`src/rtl/cfw_pkg.sv`:
```
package cfw_pkg;

    typedef enum logic [1:0] {
        ST_WAIT  = 2'd0,
        ST_BODY  = 2'd1,
        ST_BRCHK = 2'd2,
        ST_ERR   = 2'd3
    } cfw_state_e;

    typedef enum logic [1:0] {
        CZ_NONE    = 2'd0,
        CZ_BLOCK   = 2'd1,
        CZ_BRANCH  = 2'd2,
        CZ_TIMEOUT = 2'd3
    } cfw_cause_e;

endpackage

```
`src/rtl/cfw_marker_decode.sv`:
```
module cfw_marker_decode #(
    parameter int DATA_W = 32,
    parameter int SIG_W  = 16,
    parameter int OP_W   = 6,
    parameter logic [OP_W-1:0] MARK_OP = 6'h3E,
    localparam int BUD_W = DATA_W - SIG_W - OP_W - 1
) (
    input  logic [DATA_W-1:0] word,
    output logic              is_mark,
    output logic              is_hdr,
    output logic              is_succ,
    output logic [SIG_W-1:0]  sig,
    output logic [BUD_W-1:0]  budget
);
    localparam int KIND_BIT = DATA_W - OP_W - 1;

    always_comb begin
        is_mark = (word[DATA_W-1 -: OP_W] == MARK_OP);
        is_hdr  = is_mark && !word[KIND_BIT];
        is_succ = is_mark &&  word[KIND_BIT];
        sig     = word[SIG_W-1:0];
        budget  = word[SIG_W +: BUD_W];
    end

endmodule

```
`src/rtl/cfw_sig_fold.sv`:
```
module cfw_sig_fold #(
    parameter int DATA_W = 32,
    parameter int SIG_W  = 16,
    parameter bit USE_LFSR = 1'b1,
    parameter logic [SIG_W-1:0] TAPS = 16'hB400
) (
    input  logic [SIG_W-1:0]  sig_cur,
    input  logic [DATA_W-1:0] word,
    output logic [SIG_W-1:0]  sig_nxt
);
    localparam int NCHUNK = DATA_W / SIG_W;

    logic [SIG_W-1:0] chunk;

    always_comb begin
        chunk = '0;
        for (int i = 0; i < NCHUNK; i++) begin
            chunk = chunk ^ word[i*SIG_W +: SIG_W];
        end
    end

    generate
        if (USE_LFSR) begin : g_lfsr
            logic fb;
            always_comb begin
                fb      = ^(sig_cur & TAPS);
                sig_nxt = {sig_cur[SIG_W-2:0], fb} ^ chunk;
            end
        end else begin : g_or
            always_comb begin
                sig_nxt = sig_cur | chunk;
            end
        end
    endgenerate

endmodule

```
`src/rtl/cfw_budget_timer.sv`:
```
module cfw_budget_timer #(
    parameter int BUD_W = 9
) (
    input  logic             clk,
    input  logic             rst_n,
    input  logic             load,
    input  logic [BUD_W-1:0] limit,
    input  logic             run,
    output logic             expired
);
    logic [BUD_W-1:0] cnt_d, cnt_q;
    logic [BUD_W-1:0] lim_d, lim_q;

    always_comb begin
        cnt_d   = cnt_q;
        lim_d   = lim_q;
        expired = (cnt_q == lim_q);
        if (load) begin
            cnt_d = '0;
            lim_d = limit;
        end else if (run && !expired) begin
            cnt_d = cnt_q + 1'b1;
        end
    end

    always_ff @(posedge clk or negedge rst_n) begin
        if (!rst_n) begin
            cnt_q <= '0;
            lim_q <= '0;
        end else begin
            cnt_q <= cnt_d;
            lim_q <= lim_d;
        end
    end


    tmr_hold_chk: assert property (@(posedge clk) disable iff (!rst_n)
        (expired && !load) |=> expired);


    tmr_bound_chk: assert property (@(posedge clk) disable iff (!rst_n)
        load |=> (cnt_q == '0));

endmodule

```
`src/rtl/cfw_succ_table.sv`:
```
module cfw_succ_table #(
    parameter int SIG_W = 16,
    parameter int DEPTH = 2
) (
    input  logic             clk,
    input  logic             rst_n,
    input  logic             clr,
    input  logic             wr,
    input  logic [SIG_W-1:0] wr_sig,
    input  logic [SIG_W-1:0] probe,
    output logic             hit
);
    logic [DEPTH-1:0] vld_d, vld_q;
    logic [SIG_W-1:0] sig_d [DEPTH];
    logic [SIG_W-1:0] sig_q [DEPTH];
    logic [DEPTH-1:0] slot_hit;

    generate
        for (genvar g = 0; g < DEPTH; g++) begin : g_slot
            assign slot_hit[g] = vld_q[g] && (sig_q[g] == probe);
        end
    endgenerate

    assign hit = |slot_hit;

    always_comb begin
        logic placed;
        vld_d  = vld_q;
        placed = 1'b0;
        for (int i = 0; i < DEPTH; i++) begin
            sig_d[i] = sig_q[i];
        end
        if (clr) begin
            vld_d = '0;
        end else if (wr) begin
            for (int i = 0; i < DEPTH; i++) begin
                if (!placed && !vld_q[i]) begin
                    vld_d[i] = 1'b1;
                    sig_d[i] = wr_sig;
                    placed   = 1'b1;
                end
            end
        end
    end

    always_ff @(posedge clk or negedge rst_n) begin
        if (!rst_n) begin
            vld_q <= '0;
            for (int i = 0; i < DEPTH; i++) begin
                sig_q[i] <= '0;
            end
        end else begin
            vld_q <= vld_d;
            for (int i = 0; i < DEPTH; i++) begin
                sig_q[i] <= sig_d[i];
            end
        end
    end


    succ_order_chk: assert property (@(posedge clk) disable iff (!rst_n)
        ((vld_q & (vld_q + 1'b1)) == '0));


    succ_full_chk: assert property (@(posedge clk) disable iff (!rst_n)
        (&vld_q && wr && !clr) |=> ($stable(vld_q) && (sig_q[DEPTH-1] == $past(sig_q[DEPTH-1]))));


    succ_clr_chk: assert property (@(posedge clk) disable iff (!rst_n)
        clr |=> (vld_q == '0));

endmodule

```
`src/rtl/cfw_watchdog.sv`:
```
module cfw_watchdog
    import cfw_pkg::*;
#(
    parameter int DATA_W   = 32,
    parameter int SIG_W    = 16,
    parameter int OP_W     = 6,
    parameter logic [OP_W-1:0] MARK_OP = 6'h3E,
    parameter bit USE_LFSR = 1'b1,
    parameter logic [SIG_W-1:0] TAPS = 16'hB400,
    parameter int MAX_SUCC = 2
) (
    input  logic              clk,
    input  logic              rst_n,
    input  logic              err_clr,
    input  logic              fetch_vld,
    input  logic [DATA_W-1:0] fetch_word,
    input  logic              blk_end,
    output logic              err_flag,
    output logic [1:0]        err_cause
);
    localparam int BUD_W = DATA_W - SIG_W - OP_W - 1;

    typedef struct packed {
        cfw_state_e       st;
        logic             flag;
        cfw_cause_e       cause;
        logic [SIG_W-1:0] acc;
        logic [SIG_W-1:0] refs;
    } wd_regs_t;

    wd_regs_t d, q;

    logic             m_mark, m_hdr, m_succ;
    logic [SIG_W-1:0] m_sig;
    logic [BUD_W-1:0] m_bud;
    logic [SIG_W-1:0] fold_out;
    logic             tmr_load, tmr_run, tmr_exp;
    logic             tbl_clr, tbl_wr, tbl_hit;
    logic             f_hdr, f_succ, f_brk, f_ins;

    cfw_marker_decode #(
        .DATA_W(DATA_W), .SIG_W(SIG_W), .OP_W(OP_W), .MARK_OP(MARK_OP)
    ) u_dec (
        .word(fetch_word), .is_mark(m_mark), .is_hdr(m_hdr),
        .is_succ(m_succ), .sig(m_sig), .budget(m_bud)
    );

    cfw_sig_fold #(
        .DATA_W(DATA_W), .SIG_W(SIG_W), .USE_LFSR(USE_LFSR), .TAPS(TAPS)
    ) u_fold (
        .sig_cur(q.acc), .word(fetch_word), .sig_nxt(fold_out)
    );

    cfw_budget_timer #(.BUD_W(BUD_W)) u_tmr (
        .clk(clk), .rst_n(rst_n), .load(tmr_load), .limit(m_bud),
        .run(tmr_run), .expired(tmr_exp)
    );

    cfw_succ_table #(.SIG_W(SIG_W), .DEPTH(MAX_SUCC)) u_tbl (
        .clk(clk), .rst_n(rst_n), .clr(tbl_clr), .wr(tbl_wr),
        .wr_sig(m_sig), .probe(m_sig), .hit(tbl_hit)
    );

    always_comb begin
        d        = q;
        tmr_load = 1'b0;
        tbl_clr  = 1'b0;
        tbl_wr   = 1'b0;
        tmr_run  = (q.st == ST_BODY);
        f_hdr    = fetch_vld && m_hdr;
        f_succ   = fetch_vld && m_succ;
        f_ins    = fetch_vld && !m_mark;
        f_brk    = f_ins && blk_end;

        if (err_clr) begin
            d.st    = ST_WAIT;
            d.flag  = 1'b0;
            d.cause = CZ_NONE;
            tbl_clr = 1'b1;
        end else begin
            case (q.st)
                ST_WAIT: begin
                    if (f_hdr) begin
                        d.st     = ST_BODY;
                        d.acc    = '0;
                        d.refs   = m_sig;
                        tmr_load = 1'b1;
                        tbl_clr  = 1'b1;
                    end
                end
                ST_BODY: begin
                    if (f_hdr) begin
                        d.acc    = '0;
                        d.refs   = m_sig;
                        tmr_load = 1'b1;
                        tbl_clr  = 1'b1;
                    end else if (f_brk) begin
                        if (fold_out != q.refs) begin
                            d.st    = ST_ERR;
                            d.flag  = 1'b1;
                            d.cause = CZ_BLOCK;
                        end else begin
                            d.st = ST_BRCHK;
                        end
                    end else begin
                        if (f_ins)  d.acc  = fold_out;
                        if (f_succ) tbl_wr = 1'b1;
                        if (tmr_exp) begin
                            d.st    = ST_ERR;
                            d.flag  = 1'b1;
                            d.cause = CZ_TIMEOUT;
                        end
                    end
                end
                ST_BRCHK: begin
                    if (f_hdr) begin
                        if (tbl_hit) begin
                            d.st     = ST_BODY;
                            d.acc    = '0;
                            d.refs   = m_sig;
                            tmr_load = 1'b1;
                            tbl_clr  = 1'b1;
                        end else begin
                            d.st    = ST_ERR;
                            d.flag  = 1'b1;
                            d.cause = CZ_BRANCH;
                        end
                    end
                end
                default: begin
                end
            endcase
        end
    end

    always_ff @(posedge clk or negedge rst_n) begin
        if (!rst_n) begin
            q.st    <= ST_WAIT;
            q.flag  <= 1'b0;
            q.cause <= CZ_NONE;
            q.acc   <= '0;
            q.refs  <= '0;
        end else begin
            q <= d;
        end
    end

    assign err_flag  = q.flag;
    assign err_cause = q.cause;


    sticky_flag_chk: assert property (@(posedge clk) disable iff (!rst_n)
        (err_flag && !err_clr) |=> (err_flag && $stable(err_cause)));


    clr_wins_chk: assert property (@(posedge clk) disable iff (!rst_n)
        err_clr |=> (!err_flag && (err_cause == 2'd0) && (q.st == ST_WAIT)));


    flag_cause_chk: assert property (@(posedge clk) disable iff (!rst_n)
        err_flag == (err_cause != 2'd0));


    raise_src_chk: assert property (@(posedge clk) disable iff (!rst_n)
        $rose(err_flag) |-> ($past(fetch_vld) || ($past(q.st) == ST_BODY)));


    wait_quiet_chk: assert property (@(posedge clk) disable iff (!rst_n)
        ((q.st == ST_WAIT) && !err_clr) |=> !err_flag);

endmodule

```
`config.mk`:
```
export PLATFORM = sky130hd
export DESIGN_NAME = cfw_watchdog
export DESIGN_NICKNAME = d
export VERILOG_FILES = /design/src/rtl/cfw_pkg.sv /design/src/rtl/cfw_marker_decode.sv /design/src/rtl/cfw_sig_fold.sv /design/src/rtl/cfw_budget_timer.sv /design/src/rtl/cfw_succ_table.sv /design/src/rtl/cfw_watchdog.sv
export SDC_FILE = /design/constraint.sdc
export NUM_CORES = 1
export LEC_CHECK = 0
export CAP_MARGIN = 20
export CELL_PAD_IN_SITES_DETAIL_PLACEMENT = 1
export CELL_PAD_IN_SITES_GLOBAL_PLACEMENT = 1
export CORE_ASPECT_RATIO = 1.25
export CORE_MARGIN = 8
export CORE_UTILIZATION = 47
export DETAILED_ROUTE_END_ITERATION = 8
export DONT_BUFFER_PORTS = 1
export PLACE_DENSITY = 0.8
export SLEW_MARGIN = 20
export SYNTH_ARGS = -nofsm -noshare
export SYNTH_HDL_FRONTEND = slang
export SYNTH_HIERARCHICAL = 1
export SYNTH_SLANG_ARGS = --single-unit
```
`constraint.sdc`:
```
create_clock -name clk -period 3 [get_ports clk]
set_clock_uncertainty 0.1 [all_clocks]
set_input_delay 0.3 -clock clk [delete_from_list [all_inputs] [get_ports clk]]
set_output_delay 0.3 -clock clk [all_outputs]
set_load 0.1 [all_outputs]
```
==> results.toml <==
[critical_path]
crit_path_max_fanout = 16
crit_buf_inv = 3
endpoint = "u_tbl/sig_q[19]"
max_stage_delay_ps = 390
worstSetupEndpointType = "flop"
rrSetupSlack_ps = 110
rr_worst_depth = 11
worst_setup_path_start_kind = "flop"
rr_startpoint = "u_tbl/sig_q[0]"
reg2reg_to = "u_tbl/sig_q[19]"
crit_path_cell_trace = "xor2_1 -> nor4_1 -> buf_4 -> nand4_1 -> o22ai_2 -> a211oi_2 -> o31ai_1 -> buf_4 -> nor3b_4 -> buf_4 -> mux2_2"
required_ps = 3120
cp_top_family = "compound AO/OA/AOI/OAI gates"
crit_start = "u_tbl/sig_q[0]"
cpMaxStageDelayCell = "dfrtp_1"
cp_num_cells = 11
critical_path_class = "reg -> reg"
cp_common_cell = "buf_4"
cp.arrival_ps = 3010

[grt]
globalRouteOverflowTotal = 0
first_global_vias = 3661
grt_max_degree = 90
grt_pass1_wl_um = 21100
grt.total_usage = 0.195
grt_antenna_before_repair = 0

[yosys]
synth-simple-area-share = 0.0853
synthAdderAreaFrac = 0.0125
synth_compound_area_frac = 0.0843
synth_warnings = 6
ys.flop_type = "dfrtp_1"
synth_cells = 413
postSynth.asyncResetShare = 1.00
syn_avg_cell_area_um2 = 12.1
synth_top_family_by_area = "XOR/XNOR gates"
synthMuxAreaShare = 0.147
synth_edf_count = 0
ys_types = 51
synthXorXnorAreaFrac = 0.163
seq_area_frac_synth = 0.444
syn_area_mm2 = 0.00502
synth_fp_nets = 455
ys_ff_latch = 89

[cells_and_area]
final_util = 0.518
fin_cells = 545
final_common_cell = "dfrtp_1"
drive_gt1_frac = 0.230
final_cell_mix = "dfrtp_1 (89), xnor2_1 (49), xor2_1 (42)"
antenna_cells = 0
layout.nets = 452
area_delta_synth_final_pct = 8.63

[clock_tree]
cts_made_buffers = 9
clock_latency_ps = 340
htree_levels = 3
clkSinkCount = 89
path_clk_slew_ps = 70
clock-root-buffer = "clkbuf_16"
post-cts-setup-buffer-count = 0
clk_path_buf_depth = 2
tritoncts = "done"

[floorplanning]
core_area_mm2 = 0.0105
die-area_mm2 = 0.0143
start_util = 0.477
dieWidth_um = 108
row_count = 42
num_io_pins = 40
die_h_um = 132

[timing]
tightestPinTransition_ps = 936
hold_viol = 0
hold_slack_ps = 7.18
fmax_ghz = 0.346
fin_crit_sh = 0.964
period_needed_ps = 2890
maxSlewHeadroom = 0.376
setup_viol = 0
fin_tns_setup_ps = 0
maxSlewViolCount = 0
rsz0062_at_grt = "false"

[power]
power_density_mw_per_mm2 = 540
seq_power_share = 0.471
internal_power_mw = 2.17
switching_share = 0.264
power_switching_mw = 0.778
p_total_mw = 2.94
pwr-share-clk = 0.383
ir_worst_vdd_v = 0.000250
p_leak_nw = 2.40
pwr-share-comb = 0.146

[placement]
port-buffer-count = 0
hpwl_um = 8840
place_inst = 515
gp_congestion = 0.862

[status]
status = "finished, final reports clean"

[routing]
via_per_inst = 5.88
drt_pass1_iterations = 4
drtIter0Drc = 194
drc = 0
antenna_left = 0
drt-total-wl_um = 13000
num_vias = 3205
wl_per_cell_um = 23.9

[job]
drv_cap = 0

[min_path]
hold_class = "in -> reg"
## logic make-up after synthesis
kind of cell | count (synthesis)
xor gates and xnor gates | 92
muxes | 59
DFF | 89
buffers and inverters | 44
AOI/OAI and AO/OA | 56
adders and majority gates | 5
and+or+nand+nor | 68
## cell usage after synthesis, types with 2 or more instances
library cell  number  area share
dfrtp_1           89        0.44
xnor2_1           49       0.086
xor2_1            42       0.073
mux2_2            38       0.085
buf_4             28       0.042
mux2_4            20       0.060
a22o_1            16       0.028
nor2_1            13      0.0097
a21oi_1           10       0.010
o21ai_0            9      0.0090
inv_1              8      0.0060
nand3_1            8      0.0080
nor4_1             8       0.010
nand2_1            6      0.0045
nand4_1            6      0.0075
nor3_1             6      0.0060
ha_1               5       0.012
o31ai_1            5      0.0075
buf_6              4      0.0090
or3_1              4      0.0050
and3_1             3      0.0037
or4_1              3      0.0045
a211o_1            2      0.0035
a211oi_1           2      0.0030
clkbuf_1           2      0.0015
nor2b_1            2      0.0025
## stage by stage
stage	worst slack [ps]	area (um^2)
2_1_floorplan	131	5020
3_3_place_gp	196	4960
3_5_place_dp	68.7	4960
4_1_cts	44.4	5420
5_1_grt	16.1	5450
6_report	108	5450
## state kept, by name, summed over array words and instances (netlist names)
| name | flops |
|---|---|
| q | 34 |
| u_tbl/vld_q | 2 |
| u_tbl/sig_q | 32 |
| u_tmr/cnt_q | 9 |
| u_tmr/lim_q | 9 |
| err_cause | 2 |
| err_flag | 1 |
## area by class of cell
type / instances / area (um^2)
fillers: 1074 / 5060
clock inverters: 2 / 38.8
well taps: 132 / 165
repair buffers: 22 / 235
clock buffers: 12 / 246
multi-input cells: 280 / 2510
flip-flops and latches: 89 / 2230
inverters: 8 / 30.0
## routing by layer
layer,GRT usage,routed length [um]
met5,0,0
met3,0.0386,565
met2,0.333,6850
met4,0.114,599
met1,0.216,5030
## worst min-delay path by stage
stage	cells past startpoint	end	from	slack [ps]
2_1_floorplan	0	err_cause[0]	rst_n	-100
3_3_place_gp	0	u_tmr/cnt_q[3]	rst_n	-90
3_5_place_dp	0	u_tmr/cnt_q[3]	rst_n	-90
4_1_cts	1	u_tbl/sig_q[13]	fetch_word[13]	0.03
5_1_grt	1	u_tbl/sig_q[17]	fetch_word[1]	2
6_report	1	u_tbl/sig_q[17]	fetch_word[1]	7
## power groups by stage
stage | clock network [mW] | registers, mW | logic (mW)
detailed placement | 0 | 1.41 | 0.380
CTS | 1.14 | 1.39 | 0.433
finish | 1.13 | 1.39 | 0.430
global placement | 0 | 1.40 | 0.358
floorplan | 0 | 1.38 | 0.333
global route | 1.19 | 1.40 | 0.472
## timing repair
item,4_1_cts,5_1_grt
gates resized for setup,0,5
hold buffers,16,0
endpoints found under the setup margin,0,36
endpoints found under the hold margin,106,0
No activity file was read; power rests on OpenSTA's default activity.
